--- config.mk ---
export PLATFORM = sky130hd
export DESIGN_NAME = result_gather_unit
export DESIGN_NICKNAME = d
export VERILOG_FILES = /design/src/rtl/gather_pkg.sv /design/src/rtl/gather_regs.sv /design/src/rtl/gather_seq.sv /design/src/rtl/gather_mux.sv /design/src/rtl/result_gather_unit.sv
export SDC_FILE = /design/constraint.sdc
export NUM_CORES = 1
export LEC_CHECK = 0
export ABC_AREA = 1
export BUFFER_PORTS_ARGS = -buffer_cell sky130_fd_sc_hd__buf_2
export CAP_MARGIN = 25
export CORE_UTILIZATION = 52
export CTS_BUF_LIST = sky130_fd_sc_hd__clkbuf_2
export DETAILED_ROUTE_END_ITERATION = 6
export GPL_TIMING_DRIVEN = 0
export HOLD_SLACK_MARGIN = 0.05
export PLACE_DENSITY = 0.77
export SKIP_CTS_REPAIR_TIMING = 1
export SLEW_MARGIN = 20
export SYNTH_ARGS = -nofsm -noshare
export SYNTH_HDL_FRONTEND = slang
export SYNTH_SLANG_ARGS = --single-unit
--- constraint.sdc ---
create_clock -name clk -period 5.6 [get_ports clk]
set_clock_uncertainty 0.1 [all_clocks]
set_input_delay 0.56 -clock clk [delete_from_list [all_inputs] [get_ports clk]]
set_output_delay 0.56 -clock clk [all_outputs]
set_load 0.02 [all_outputs]
--- src/rtl/gather_pkg.sv ---
package gather_pkg;
    typedef enum logic {
        ST_IDLE = 1'b0,
        ST_RUN  = 1'b1
    } gather_state_e;

    localparam int REG_AW = 4;
    localparam int REG_DW = 32;
    localparam int OP_W   = 2;

    localparam logic [REG_AW-1:0] OFS_CTRL = 4'h0;
    localparam logic [REG_AW-1:0] OFS_STAT = 4'h4;
    localparam logic [REG_AW-1:0] OFS_GO   = 4'h8;
endpackage

--- src/rtl/gather_regs.sv ---
module gather_regs
    import gather_pkg::*;
#(
    parameter int DIM_W = 8
) (
    input  logic              clk,
    input  logic              rst_n,
    input  logic [REG_AW-1:0] awaddr,
    input  logic              awvalid,
    output logic              awready,
    input  logic [REG_DW-1:0] wdata,
    input  logic              wvalid,
    output logic              wready,
    output logic              bvalid,
    input  logic              bready,
    input  logic [REG_AW-1:0] araddr,
    input  logic              arvalid,
    output logic              arready,
    output logic [REG_DW-1:0] rdata,
    output logic              rvalid,
    input  logic              rready,
    input  logic              busy,
    input  logic              err,
    output logic [DIM_W-1:0]  cfg_w,
    output logic [DIM_W-1:0]  cfg_h,
    output logic [OP_W-1:0]   cfg_op,
    output logic              go_pulse
);
    localparam int CTRL_W = 2 * DIM_W + OP_W;

    logic wr_fire;
    logic rd_fire;
    logic [CTRL_W-1:0] ctrl_word;
    logic unused_wbits;

    // Address and data are accepted together, only while no response is pending.
    assign awready  = wvalid && !bvalid;
    assign wready   = awvalid && !bvalid;
    assign wr_fire  = awvalid && wvalid && !bvalid;
    assign arready  = !rvalid;
    assign rd_fire  = arvalid && !rvalid;
    assign go_pulse = wr_fire && (awaddr == OFS_GO);
    assign ctrl_word = {cfg_op, cfg_h, cfg_w};
    assign unused_wbits = ^wdata[REG_DW-1:CTRL_W];

    always_ff @(posedge clk or negedge rst_n) begin
        if (!rst_n) begin
            cfg_w  <= '0;
            cfg_h  <= '0;
            cfg_op <= '0;
        end else if (wr_fire && (awaddr == OFS_CTRL)) begin
            cfg_w  <= wdata[DIM_W-1:0];
            cfg_h  <= wdata[2*DIM_W-1:DIM_W];
            cfg_op <= wdata[2*DIM_W +: OP_W];
        end
    end

    always_ff @(posedge clk or negedge rst_n) begin
        if (!rst_n) begin
            bvalid <= 1'b0;
        end else if (wr_fire) begin
            bvalid <= 1'b1;
        end else if (bready) begin
            bvalid <= 1'b0;
        end
    end

    always_ff @(posedge clk or negedge rst_n) begin
        if (!rst_n) begin
            rvalid <= 1'b0;
            rdata  <= '0;
        end else if (rd_fire) begin
            rvalid <= 1'b1;
            unique case (araddr)
                OFS_CTRL: rdata <= REG_DW'(ctrl_word);
                OFS_STAT: rdata <= REG_DW'({err, busy});
                default:  rdata <= '0;
            endcase
        end else if (rready) begin
            rvalid <= 1'b0;
        end
    end
endmodule

--- src/rtl/gather_seq.sv ---
module gather_seq
    import gather_pkg::*;
#(
    parameter int NUM_CH       = 2,
    parameter int CORES_PER_CH = 3,
    parameter int DIM_W        = 8
) (
    input  logic                   clk,
    input  logic                   rst_n,
    input  logic                   go_pulse,
    input  logic [DIM_W-1:0]       cfg_w,
    input  logic [DIM_W-1:0]       cfg_h,
    input  logic [OP_W-1:0]        cfg_op,
    input  logic                   xfer,
    output logic                   busy,
    output logic                   err,
    output logic [(NUM_CH > 1 ? $clog2(NUM_CH) : 1)-1:0]             ch_idx,
    output logic [(CORES_PER_CH > 1 ? $clog2(CORES_PER_CH) : 1)-1:0] core_idx,
    output logic                   last_word,
    output logic [OP_W-1:0]        run_op
);
    localparam int CH_W  = NUM_CH > 1 ? $clog2(NUM_CH) : 1;
    localparam int CO_W  = CORES_PER_CH > 1 ? $clog2(CORES_PER_CH) : 1;
    localparam int PIX_W = 2 * DIM_W;

    gather_state_e state, state_n;
    logic              go_ok;
    logic [PIX_W-1:0]  total_q;
    logic [PIX_W-1:0]  pix_q;
    logic [CH_W-1:0]   ch_q;
    logic [CO_W-1:0]   core_q;
    logic              core_wrap;

    assign go_ok     = go_pulse && (state == ST_IDLE) && (|cfg_w) && (|cfg_h);
    assign busy      = (state == ST_RUN);
    assign last_word = (pix_q == total_q - PIX_W'(1));
    assign core_wrap = (core_q == CO_W'(CORES_PER_CH - 1));
    assign ch_idx    = ch_q;
    assign core_idx  = core_q;

    // State register.
    always_ff @(posedge clk or negedge rst_n) begin
        if (!rst_n) begin
            state <= ST_IDLE;
        end else begin
            state <= state_n;
        end
    end

    // Transitions: launch (IDLE->RUN), finish (RUN->IDLE).
    always_comb begin
        state_n = state;
        unique case (state)
            ST_IDLE: if (go_ok)             state_n = ST_RUN;
            ST_RUN:  if (xfer && last_word) state_n = ST_IDLE;
        endcase
    end

    // Flags, latched run settings and the two rotation counters.
    always_ff @(posedge clk or negedge rst_n) begin
        if (!rst_n) begin
            err     <= 1'b0;
            total_q <= '0;
            pix_q   <= '0;
            ch_q    <= '0;
            core_q  <= '0;
            run_op  <= '0;
        end else begin
            if (go_pulse) begin
                err <= !go_ok;
            end
            if (go_ok) begin
                total_q <= PIX_W'(cfg_w) * PIX_W'(cfg_h);
                pix_q   <= '0;
                ch_q    <= '0;
                core_q  <= '0;
                run_op  <= cfg_op;
            end else if (busy && xfer) begin
                pix_q <= pix_q + PIX_W'(1);
                if (core_wrap) begin
                    core_q <= '0;
                    ch_q   <= (ch_q == CH_W'(NUM_CH - 1)) ? '0 : ch_q + CH_W'(1);
                end else begin
                    core_q <= core_q + CO_W'(1);
                end
            end
        end
    end
endmodule

--- src/rtl/gather_mux.sv ---
module gather_mux #(
    parameter int NUM_CH       = 2,
    parameter int CORES_PER_CH = 3,
    parameter int DATA_W       = 16
) (
    input  logic [NUM_CH*CORES_PER_CH-1:0]        core_valid,
    input  logic [NUM_CH*CORES_PER_CH*DATA_W-1:0] core_data,
    output logic [NUM_CH*CORES_PER_CH-1:0]        core_ready,
    input  logic [(NUM_CH > 1 ? $clog2(NUM_CH) : 1)-1:0]             ch_idx,
    input  logic [(CORES_PER_CH > 1 ? $clog2(CORES_PER_CH) : 1)-1:0] core_idx,
    input  logic                                  busy,
    input  logic                                  last_word,
    input  logic                                  m_tready,
    output logic                                  m_tvalid,
    output logic [DATA_W-1:0]                     m_tdata,
    output logic                                  m_tlast,
    output logic                                  xfer
);
    localparam int N_SRC = NUM_CH * CORES_PER_CH;
    localparam int SEL_W = N_SRC > 1 ? $clog2(N_SRC) + 1 : 1;

    logic [SEL_W-1:0] sel;
    logic             sel_valid;

    assign sel = SEL_W'(ch_idx) * SEL_W'(CORES_PER_CH) + SEL_W'(core_idx);

    always_comb begin
        sel_valid = 1'b0;
        m_tdata   = '0;
        for (int k = 0; k < N_SRC; k++) begin
            if (sel == SEL_W'(k)) begin
                sel_valid = core_valid[k];
                m_tdata   = core_data[k*DATA_W +: DATA_W];
            end
        end
    end

    assign m_tvalid = busy && sel_valid;
    assign m_tlast  = m_tvalid && last_word;
    assign xfer     = m_tvalid && m_tready;

    for (genvar k = 0; k < N_SRC; k++) begin : g_ready
        assign core_ready[k] = busy && m_tready && (sel == SEL_W'(k));
    end
endmodule

--- src/rtl/result_gather_unit.sv ---
module result_gather_unit
    import gather_pkg::*;
#(
    parameter int NUM_CH       = 2,
    parameter int CORES_PER_CH = 3,
    parameter int DATA_W       = 16,
    parameter int DIM_W        = 8
) (
    input  logic                                  clk,
    input  logic                                  rst_n,
    input  logic [REG_AW-1:0]                     s_awaddr,
    input  logic                                  s_awvalid,
    output logic                                  s_awready,
    input  logic [REG_DW-1:0]                     s_wdata,
    input  logic                                  s_wvalid,
    output logic                                  s_wready,
    output logic [1:0]                            s_bresp,
    output logic                                  s_bvalid,
    input  logic                                  s_bready,
    input  logic [REG_AW-1:0]                     s_araddr,
    input  logic                                  s_arvalid,
    output logic                                  s_arready,
    output logic [REG_DW-1:0]                     s_rdata,
    output logic [1:0]                            s_rresp,
    output logic                                  s_rvalid,
    input  logic                                  s_rready,
    input  logic [NUM_CH*CORES_PER_CH-1:0]        core_valid,
    input  logic [NUM_CH*CORES_PER_CH*DATA_W-1:0] core_data,
    output logic [NUM_CH*CORES_PER_CH-1:0]        core_ready,
    output logic                                  m_tvalid,
    input  logic                                  m_tready,
    output logic [DATA_W-1:0]                     m_tdata,
    output logic                                  m_tlast,
    output logic [OP_W-1:0]                       run_op
);
    localparam int N_SRC = NUM_CH * CORES_PER_CH;
    localparam int CH_W  = NUM_CH > 1 ? $clog2(NUM_CH) : 1;
    localparam int CO_W  = CORES_PER_CH > 1 ? $clog2(CORES_PER_CH) : 1;

    logic             busy;
    logic             err;
    logic             go_pulse;
    logic             xfer;
    logic             last_word;
    logic [DIM_W-1:0] cfg_w;
    logic [DIM_W-1:0] cfg_h;
    logic [OP_W-1:0]  cfg_op;
    logic [CH_W-1:0]  ch_idx;
    logic [CO_W-1:0]  core_idx;

    assign s_bresp = 2'b00;
    assign s_rresp = 2'b00;

    gather_regs #(.DIM_W(DIM_W)) u_regs (
        .clk(clk), .rst_n(rst_n),
        .awaddr(s_awaddr), .awvalid(s_awvalid), .awready(s_awready),
        .wdata(s_wdata), .wvalid(s_wvalid), .wready(s_wready),
        .bvalid(s_bvalid), .bready(s_bready),
        .araddr(s_araddr), .arvalid(s_arvalid), .arready(s_arready),
        .rdata(s_rdata), .rvalid(s_rvalid), .rready(s_rready),
        .busy(busy), .err(err),
        .cfg_w(cfg_w), .cfg_h(cfg_h), .cfg_op(cfg_op), .go_pulse(go_pulse)
    );

    gather_seq #(.NUM_CH(NUM_CH), .CORES_PER_CH(CORES_PER_CH), .DIM_W(DIM_W)) u_seq (
        .clk(clk), .rst_n(rst_n), .go_pulse(go_pulse),
        .cfg_w(cfg_w), .cfg_h(cfg_h), .cfg_op(cfg_op), .xfer(xfer),
        .busy(busy), .err(err), .ch_idx(ch_idx), .core_idx(core_idx),
        .last_word(last_word), .run_op(run_op)
    );

    gather_mux #(.NUM_CH(NUM_CH), .CORES_PER_CH(CORES_PER_CH), .DATA_W(DATA_W)) u_mux (
        .core_valid(core_valid), .core_data(core_data), .core_ready(core_ready),
        .ch_idx(ch_idx), .core_idx(core_idx), .busy(busy), .last_word(last_word),
        .m_tready(m_tready), .m_tvalid(m_tvalid), .m_tdata(m_tdata),
        .m_tlast(m_tlast), .xfer(xfer)
    );
endmodule

After elaboration in Yosys (flattened, before gate mapping)
Index checks and enable logic that the tools add are counted.

storage, ports and cells
  bits in registers = 91
  latch bits = 0
  bits in writable memories = 0
  ROM bits = 0
  memories = 0

cells by class
  add/subtract/negate cells = 5
  multiply operators = 2
  div/mod/pow operators = 0
  $lt $le $gt $ge = 0
  eq/ne operators = 9
  shift operators = 0
  mux-type cells = 29
  bitwise logic cells = 1
  reduce and logical (&&, ||, !) cells = 35

operators by type and width
  cell                                                                   number
  16-bit 2-to-1 mux                                                      8
  18-bit one-hot mux with 2 select lines                                 1
  1-bit logical AND                                                      22
  16-bit by 1-bit adder with 16-bit output, second input constant        1
  16-bit equality test                                                   1
  8-bit by 8-bit multiplier with 16-bit output                           1
  1-bit 2-to-1 mux                                                       16
  8-bit OR reduction                                                     2
  16-bit by 1-bit subtractor with 16-bit output, second input constant   1
  4-bit by 3-bit equality test with 1-bit output, second input constant  3
  4-bit zero test                                                        3
  4-bit by 2-bit equality test with 1-bit output, second input constant  2
  2-bit nonzero test                                                     4
  2-bit 2-to-1 mux                                                       3
  3-bit by 2-bit adder with 4-bit output                                 1
  4-bit by 1-bit equality test with 1-bit output, second input constant  1
  4-bit equality test, second input constant                             1
  1-bit zero test                                                        3
  1-bit by 2-bit multiplier with 3-bit output, second input constant     1
  2-bit by 1-bit adder with 2-bit output, second input constant          1
  2-bit equality test, second input constant                             1
  1-bit one-hot mux with 2 select lines                                  1
  2-bit AND reduction                                                    1
  1-bit adder, second input constant                                     1
  1-bit inverter                                                         1

Longest topological paths before layout
Gate-level depths: netlist of run 1.

  depth after elaboration = 14
  mapped depth = 21

By module
Synthesis of run 1 repeated with hierarchy kept, for this count alone.

second synthesis, totals
  cell total of the unflattened synthesis = 1,037
  area total of the unflattened synthesis = 7,385.8 sq um

by module, submodules not included
  module              times used  cells each  area an instance (sq um)  seq. area each (sq um)
  gather_seq          1           659         4,703.3                   975.9
  gather_regs         1           197         1,731.7                   950.9
  gather_mux          1           176         917.1                     0.0
  result_gather_unit  1           5           33.8                      0.0

Least setup slack after synthesis of run 1
Ideal clock, no wire load.

  kind = register to register
  from = reg u_regs.cfg_h[7]
  to = reg u_seq.total_q[12]
  setup time = 135 ps
  data arrival time = 4,197 ps
  path slack = 1,168 ps
  stages on the path, launching flop included = 17
  buffers on the path = 1
  period minus slack after synthesis = 4,432 ps
  cells stage by stage = dfrtp_1 clkbuf_1 nand2_1 fa_1 fa_1 inv_1 fa_1 inv_1 fa_1 inv_1 ha_1 a21oi_1 a21boi_0 o21ai_0 a21oi_1 xor2_1 o21ai_0

on the way
  cells in the longest elaborated chain, start to end = 2
  elaborated cells on any way between the ends = 3
  those cells by class = 1 x mul; 2 x reduce/logical

ends and longest elaborated chain
  item                                                                                  RTL line           RTL
  start: declaration                                                                    gather_regs.sv:25  output logic [DIM_W-1:0] cfg_h,
  start signal: assignment                                                              gather_regs.sv:53  cfg_h <= wdata[2*DIM_W-1:DIM_W];
  branches (longest 2 deep; another with 8-bit by 8-bit multiplier with 16-bit output)  --
  end signal: assignment                                                                gather_seq.sv:73   total_q <= PIX_W'(cfg_w) * PIX_W'(cfg_h);
  end: declaration                                                                      gather_seq.sv:28   logic [PIX_W-1:0] total_q;

Several ways; the timed one is not identified.
A chain may end at the register's enable or synchronous reset.

Worst setup path after layout of run 1
  from = reg u_regs.cfg_h[6]
  to = reg u_seq.total_q[12]

The elaborated chain is that of the path after synthesis.

==> impl_metrics.py, run 1 <==
metrics = {
    "sta": {
        "worst_pin_slew_ns": 0.606,
        "fin_tns_setup_ns": 0,
        "rsz0062_at_grt": "no",
        "layout_worst_path_cycle_share": 0.898,
        "finalCriticalPeriod_ns": 5.03,
        "max_freq_mhz": 199,
        "final-max-slew-violation-count": 0,
        "hold_viol": 0,
        "maxSlewHeadroom": 0.596,
        "setup_viol": 0,
    },
    "final_layout": {
        "regArea_sq_um": 1930,
        "mostFrequentLayoutCells": "nand2_1 (273), buf_2 (186), inv_1 (151)",
        "area_growth_pct": 19.5,
        "multi_input_area_sq_um": 4350,
        "layout.cells.non_filler": 1377,
        "nets": 1420,
        "fillers": 1204,
        "mostFrequentLayoutCell": "nand2_1",
        "stdcell_area_sq_um": 8520,
        "layout-drive-gt1-share": 0.215,
    },
    "clock_tree": {
        "cts_tree": "yes",
        "clk_pin_slew_ns": 0.27,
        "htree_levels": 3,
        "cts.sink_count": 77,
        "ctsRootBufferMaster": "clkbuf_2",
        "worstSkewPairLatency_ns": 0.59,
        "cts_buffer_depth": 2,
        "cts_buffers": 9,
    },
    "job": {
        "max_cap_viol_count": 0,
    },
    "die": {
        "dieArea_sq_um": 14200,
        "initial_utilization": 0.536,
        "coreArea_sq_um": 13300,
        "die_h_microns": 119,
        "num_rows": 42,
        "ioPinCount": 217,
        "die_w_microns": 119,
    },
    "drt": {
        "drc_errors": 2,
        "firstDrtPassIters": 7,
        "ant_nets": 0,
        "routed_via_density": 5.27,
        "wl_per_cell_microns": 14.9,
        "vias": 7256,
        "dr.first_iter.drc_count": 500,
        "wirelength_microns": 20500,
    },
    "placement": {
        "placed_cells": 1356,
        "hpwl_microns": 16300,
        "place_area_sq_um": 8350,
        "routabilityCongestion": 0.968,
        "port_buffers": 184,
    },
    "min_path": {
        "hold_path_class": "in -> reg",
        "holdCritStartpoint": "s_wdata[12]",
        "hold_end": "u_regs.cfg_h[4]$_DFFE_PN0P_",
        "hold_depth": 2,
    },
    "global_routing": {
        "grt_max_degree": 41,
        "grt_pass1_wl_microns": 33900,
        "overflow": 0,
        "antenna_found_initial": 2,
        "grt_pass1_vias": 7001,
        "grt_use_total": 0.301,
    },
    "status": {
        "violations": "design-rule violations",
        "status": "finished with violations",
    },
    "critical_path": {
        "worst_path_largest_cell_delay_ns": 0.54,
        "r2r-start": "u_regs.cfg_h[6]$_DFFE_PN0P_",
        "cp_max_fo": 10,
        "cp.required_ns": 5.95,
        "worstSetupStartpointType": "flop",
        "cp_common_cell": "fa_1",
        "cp-end-kind": "flop",
        "critical-path-slowest-cell": "fa_1",
        "crit_chain": "clkbuf_1 > nand2_1 > fa_1 > fa_1 > inv_1 > fa_1 > inv_1 > fa_1 > inv_1 > ha_1 > a21oi_1 > a21boi_0 > o21ai_0 > a21oi_1 > xor2_1 > o21ai_0",
        "reg2reg_to": "u_seq.total_q[12]$_DFFE_PN0P_",
        "worstSetupPathType": "reg -> reg",
        "rr_worst_depth": 16,
        "arrival_ns": 5.37,
        "reg2reg_slack_ns": 0.57,
    },
    "power": {
        "vdd_ir_drop_max_mv": 0.194,
        "p_per_area_nw_per_um2": 399,
        "leakagePower_nw": 4.90,
    },
    "synthesis": {
        "synth_cells": 978,
        "yosysWarnings": 0,
        "synth_edf_count": 0,
        "ys_seq_area_frac": 0.270,
        "async_flop_share": 1.00,
        "synthFlopType": "dfrtp_1",
        "syn-cell-area_sq_um": 7130,
        "ys_types": 42,
        "ys_seq_elements": 77,
        "synth_area_per_cell_sq_um": 7.29,
    },
}
power by group:
group	leakage, nW	switching [W]	internal, W
clock network	0.0746	0.000223	0.000110
logic	3.84	0.00145	0.000814
registers	0.988	0.000124	0.000678
total	4.90	0.00180	0.00160
sequential cells by signal (all words and copies together) (netlist names), 2 cells and up:
signal / flops
u_regs.cfg_h: 8
u_seq.pix_q: 16
u_seq.run_op: 2
u_regs.cfg_w: 8
u_regs.rdata: 18
u_seq.core_idx: 2
u_seq.total_q: 16
u_regs.cfg_op: 2
metrics by stage:
step                hold slack [ns]  worst slack, ns   util  power, W
floorplan                     0.164             1.17      -   0.00242
global placement              0.361            0.667  0.627   0.00301
detailed placement            0.368            0.622  0.628   0.00305
CTS                          -0.190            0.579  0.638   0.00338
global route                 0.0571            0.166  0.641   0.00371
finish                       0.0919            0.573  0.641   0.00340
synth_stat cells (all sizes together), types with 2 or more instances:
library cell    n  area [sq um]
nand3b          4          30.0
clkinv          3          11.3
a32o           15           150
fa             37           741
a21oi          30           150
mux2           15           169
o21ai          51           255
inv           157           589
nand2         275          1040
clkbuf         31           116
a21o            2          15.0
a221oi          4          35.0
nand4          25           156
nor2           64           260
o21bai          2          15.0
ha             39           488
nor4            5          31.3
buf            26           195
xnor2           8          70.1
nand3          55           280
or2             2          12.5
a211oi          2          15.0
dfrtp          77          1930
nor3           14          81.3
a31oi           3          18.8
xor2           27           236
layer usage:
metal | routed length (microns) | track usage | vias to the layer above
met1 | 8180 | 0.356 | 3392
met5 | 0 | 0 | -
li1 | - | - | 3521
met4 | 639 | 0.115 | 0
met3 | 1360 | 0.0512 | 47
met2 | 10300 | 0.541 | 296
critical path: cells and delay by family (launching register included):
| kind | cells | cell delay, ns |
|---|---|---|
| DFF | 1 | 0.41 |
| adders and majority gates | 5 | 2.45 |
| and+or+nand+nor | 1 | 0.16 |
| xor gates and xnor gates | 1 | 0.20 |
| AOI/OAI and AO/OA | 5 | 0.98 |
| buffers and inverters | 4 | 0.63 |
final cells by class:
cell class              count  area share
diodes                      2    0.000588
repair buffers            188       0.114
multi-input cells         701       0.511
flip-flops and latches     77       0.226
inverters                 160      0.0705
clock inverters             7     0.00984
plain buffers              57      0.0366
well taps                 176      0.0259
clock buffers               9     0.00529
kinds of logic (layout without fill, tap and decap cells):
logic type      count (synthesis)  after routing  share of synthesized area
simple gates                  444            444                      0.266
buf+inv                       217            421                      0.128
compound gates                113            113                     0.0962
fa+ha+maj                      76             76                      0.172
other cells                     1             20                   0.000526
mux                            15             15                     0.0237
xor+xnor                       35             35                     0.0430
flops                          77             77                      0.270
how the worst max path moves through the flow:
stage	start	to	slack, ns	depth (start not counted)
2_1_floorplan	u_regs.cfg_h[7]$_DFFE_PN0P_	u_seq.total_q[12]$_DFFE_PN0P_	1.17	16
3_3_place_gp	u_regs.cfg_h[6]$_DFFE_PN0P_	u_seq.total_q[12]$_DFFE_PN0P_	0.67	16
3_5_place_dp	u_regs.cfg_h[6]$_DFFE_PN0P_	u_seq.total_q[12]$_DFFE_PN0P_	0.62	16
4_1_cts	u_regs.cfg_h[6]$_DFFE_PN0P_	u_seq.total_q[12]$_DFFE_PN0P_	0.58	16
5_1_grt	u_regs.cfg_h[6]$_DFFE_PN0P_	u_seq.total_q[12]$_DFFE_PN0P_	0.17	16
6_report	u_regs.cfg_h[6]$_DFFE_PN0P_	u_seq.total_q[12]$_DFFE_PN0P_	0.57	16
(Power assumes the default switching activity.)
==> run 2, diff against run 1 <==
--- a/config.mk
+++ b/config.mk
@@ -5,7 +5,6 @@
 export SDC_FILE = /design/constraint.sdc
 export NUM_CORES = 1
 export LEC_CHECK = 0
-export ABC_AREA = 1
 export BUFFER_PORTS_ARGS = -buffer_cell sky130_fd_sc_hd__buf_2
 export CAP_MARGIN = 25
 export CORE_UTILIZATION = 52
==> run 2 against run 1 <==
The flow now finishes without violations. Setup slack lost 0.21 ns. Count of clock-buffer cells in the layout unchanged. Routed wire length fell by 12%. Register-to-register slack got worse by 0.21 ns. Global-route usage fell by 3.1 points. Utilization is 0.25 points higher. Via count is 18% lower. Fmax is 4.0% lower. Power fell by 12%. Synthesized cell count down 24%.
==> impl_metrics.py, run 2 <==
metrics = {
    "status": {
        "status": "finished, final reports clean",
    },
    "drt": {
        "maxUsedRoutingLayer": "met4",
        "vias": 5949,
        "wl_met1_microns": 7110,
        "wl_met3_microns": 1090,
        "wl_per_cell_microns": 15.9,
        "firstDrtPassIters": 5,
        "dr_wl_met2_microns": 9340,
        "dr.first_iter.drc_count": 359,
        "routed_via_density": 5.24,
        "wirelength_microns": 18000,
        "drc_errors": 0,
        "ant_nets": 0,
    },
    "critical_path": {
        "cp_common_cell": "fa_1",
        "r2r-start": "u_regs.cfg_h[7]$_DFFE_PN0P_",
        "cp.required_ns": 5.97,
        "crit_chain": "clkbuf_1 > nand2_1 > fa_1 > fa_1 > inv_1 > fa_1 > inv_1 > fa_1 > inv_1 > ha_1 > a21o_1 > a21oi_1 > a21oi_1 > o31a_1 > o31a_1 > or3_1 > a31oi_1",
        "reg2reg_to": "u_seq.total_q[15]$_DFFE_PN0P_",
        "critical-path-slowest-cell": "fa_1",
        "cp-end-kind": "flop",
        "cp_top_family": "adder cells",
        "worst_path_largest_cell_delay_ns": 0.54,
        "crit_cells": 17,
        "path_buf_inv": 4,
        "cp_max_fo": 10,
        "worstSetupPathType": "reg -> reg",
        "reg2reg_slack_ns": 0.36,
        "arrival_ns": 5.60,
        "rr_worst_depth": 17,
        "worstSetupStartpointType": "flop",
    },
    "final_layout": {
        "layout.cells.non_filler": 1135,
        "largest_reg_flops": 18,
        "nets": 1184,
        "diodes": 0,
        "mostFrequentLayoutCells": "buf_2 (188), dfrtp_1 (77), nand2_1 (72)",
        "top_regs": "u_regs.rdata: 18 flops, u_seq.pix_q: 16 flops, u_seq.total_q: 16 flops",
        "area_growth_pct": 19.9,
        "stdcell_area_sq_um": 8150,
        "top_register": "u_regs.rdata",
        "mostFrequentLayoutCell": "buf_2",
        "layout-drive-gt1-share": 0.267,
    },
    "clock_tree": {
        "cts_buffer_depth": 2,
        "cts_tree": "yes",
        "cts.sink_count": 77,
        "cts_buffers": 9,
        "clk_pin_slew_ns": 0.24,
        "worstSkewPairLatency_ns": 0.56,
        "htree_levels": 3,
        "ctsRootBufferMaster": "clkbuf_2",
    },
    "synthesis": {
        "syn-cell-area_sq_um": 6800,
        "yosysMostFrequentCell": "dfrtp_1",
        "yosysTopAreaCell": "dfrtp_1",
        "synth_edf_count": 0,
        "async_flop_share": 1.00,
        "ys_seq_area_frac": 0.284,
        "synthFlopType": "dfrtp_1",
        "synthTopCellsByCount": "dfrtp_1 (77), nand2_1 (72), inv_1 (65), nor2_1 (59), and2_1 (51)",
        "synth_area_per_cell_sq_um": 9.15,
        "synth_cells": 743,
        "synthTopCellsByArea": "dfrtp_1 (28%), fa_1 (11%), ha_1 (7.2%)",
        "yosysWarnings": 0,
        "ys_seq_elements": 77,
        "ys_types": 59,
        "synth_top_area_frac": 0.284,
    },
    "global_routing": {
        "overflow": 0,
        "grt_use_total": 0.270,
        "grt_pass1_wl_microns": 27800,
        "antenna_found_initial": 0,
        "grt_max_degree": 51,
        "grt_pass1_vias": 5698,
    },
    "power": {
        "p_sw_w": 0.00152,
        "leakagePower_nw": 4.30,
        "swShare": 0.510,
        "combPwrFrac": 0.671,
        "p_per_area_nw_per_um2": 366,
        "p_int_w": 0.00146,
        "p_clk_frac": 0.095,
        "vdd_ir_drop_max_mv": 0.175,
        "p_seq_frac": 0.234,
        "total_power_w": 0.00299,
    },
    "placement": {
        "routabilityCongestion": 0.845,
        "placed_cells": 1117,
        "port_buffers": 184,
        "hpwl_microns": 14900,
        "place_area_sq_um": 8030,
    },
    "die": {
        "coreArea_sq_um": 12700,
        "die_h_microns": 116,
        "initial_utilization": 0.536,
        "dieArea_sq_um": 13500,
        "die_w_microns": 116,
        "num_rows": 41,
        "ioPinCount": 217,
    },
    "min_path": {
        "hold_depth": 2,
        "hold_path_class": "in -> reg",
        "holdCritStartpoint": "s_rready",
        "hold_end": "u_regs.rvalid$_DFFE_PN0P_",
    },
    "sta": {
        "whs_ns": 0.0947,
        "fin_tns_setup_ns": 0,
        "hold_viol": 0,
        "rsz0062_at_grt": "no",
        "final-max-slew-violation-count": 0,
        "setup_viol": 0,
        "finalCriticalPeriod_ns": 5.24,
        "maxSlewHeadroom": 0.339,
        "max_freq_mhz": 191,
        "worst_pin_slew_ns": 0.984,
        "layout_worst_path_cycle_share": 0.935,
    },
    "job": {
        "max_cap_viol_count": 0,
    },
}
-- run 2: cell types whose count changed after synthesis, sizes merged, moves of 15 or more --
cell | previous run | this run
nand2 | 275 | 72
inv | 157 | 65
and2 | 0 | 51
nand3 | 55 | 17
mux2i | 0 | 36
o21ai | 51 | 22
a22o | 0 | 16
nand4 | 25 | 9
a32o | 15 | 0
xnor2 | 8 | 23
-- run 2: through the flow --
step	utilization	setup slack (ns)
final	0.643	0.364
after global routing	0.643	0.0435
after CTS	0.642	0.382
after detailed placement	0.633	0.467
after global placement	0.631	0.500
after floorplan	-	0.880
-- run 2: worst max path at each step --
| stage | slack (ns) | from | endpoint |
|---|---|---|---|
| after floorplan | 0.88 | u_regs.cfg_h[7]$_DFFE_PN0P_ | u_seq.total_q[15]$_DFFE_PN0P_ |
| final | 0.36 | u_regs.cfg_h[7]$_DFFE_PN0P_ | u_seq.total_q[15]$_DFFE_PN0P_ |
| after global routing | 0.04 | u_regs.cfg_h[7]$_DFFE_PN0P_ | u_seq.total_q[15]$_DFFE_PN0P_ |
| after global placement | 0.50 | u_regs.cfg_h[7]$_DFFE_PN0P_ | u_seq.total_q[15]$_DFFE_PN0P_ |
| after detailed placement | 0.47 | u_regs.cfg_h[7]$_DFFE_PN0P_ | u_seq.total_q[15]$_DFFE_PN0P_ |
| after CTS | 0.38 | u_regs.cfg_h[7]$_DFFE_PN0P_ | u_seq.total_q[15]$_DFFE_PN0P_ |
-- run 2: cells by family after synthesis --
group	after synthesis	synth area share
compound gates	107	0.108
flops	77	0.284
buf+inv	127	0.0827
simple gates	256	0.194
fa+ha+maj	76	0.181
xor+xnor	38	0.0490
other cells	1	0.000552
mux	61	0.101
-- run 2: power groups by stage --
stage / registers, W / clock network [W] / logic [W]
after floorplan: 0.000697 / 0 / 0.00141
after global placement: 0.000703 / 0 / 0.00199
after detailed placement: 0.000708 / 0 / 0.00201
after CTS: 0.000697 / 0.000286 / 0.00202
after global routing: 0.000710 / 0.000312 / 0.00220
final: 0.000698 / 0.000284 / 0.00200
-- run 2: final cells by class --
cell class,instances,area [sq um]
multi-input combinational,556,4370
fill,1116,4520
sequential,77,1930
timing repair buffer,187,971
clock buffer,9,45.0
clock inverter,7,58.8
buffer,62,318
inverter,65,244
tap,172,215
-- run 2: layer usage --
metal	track usage	vias up
met5	0	-
met4	0.0940	0
met3	0.0420	31
met2	0.500	196
met1	0.315	2809
li1	-	2913
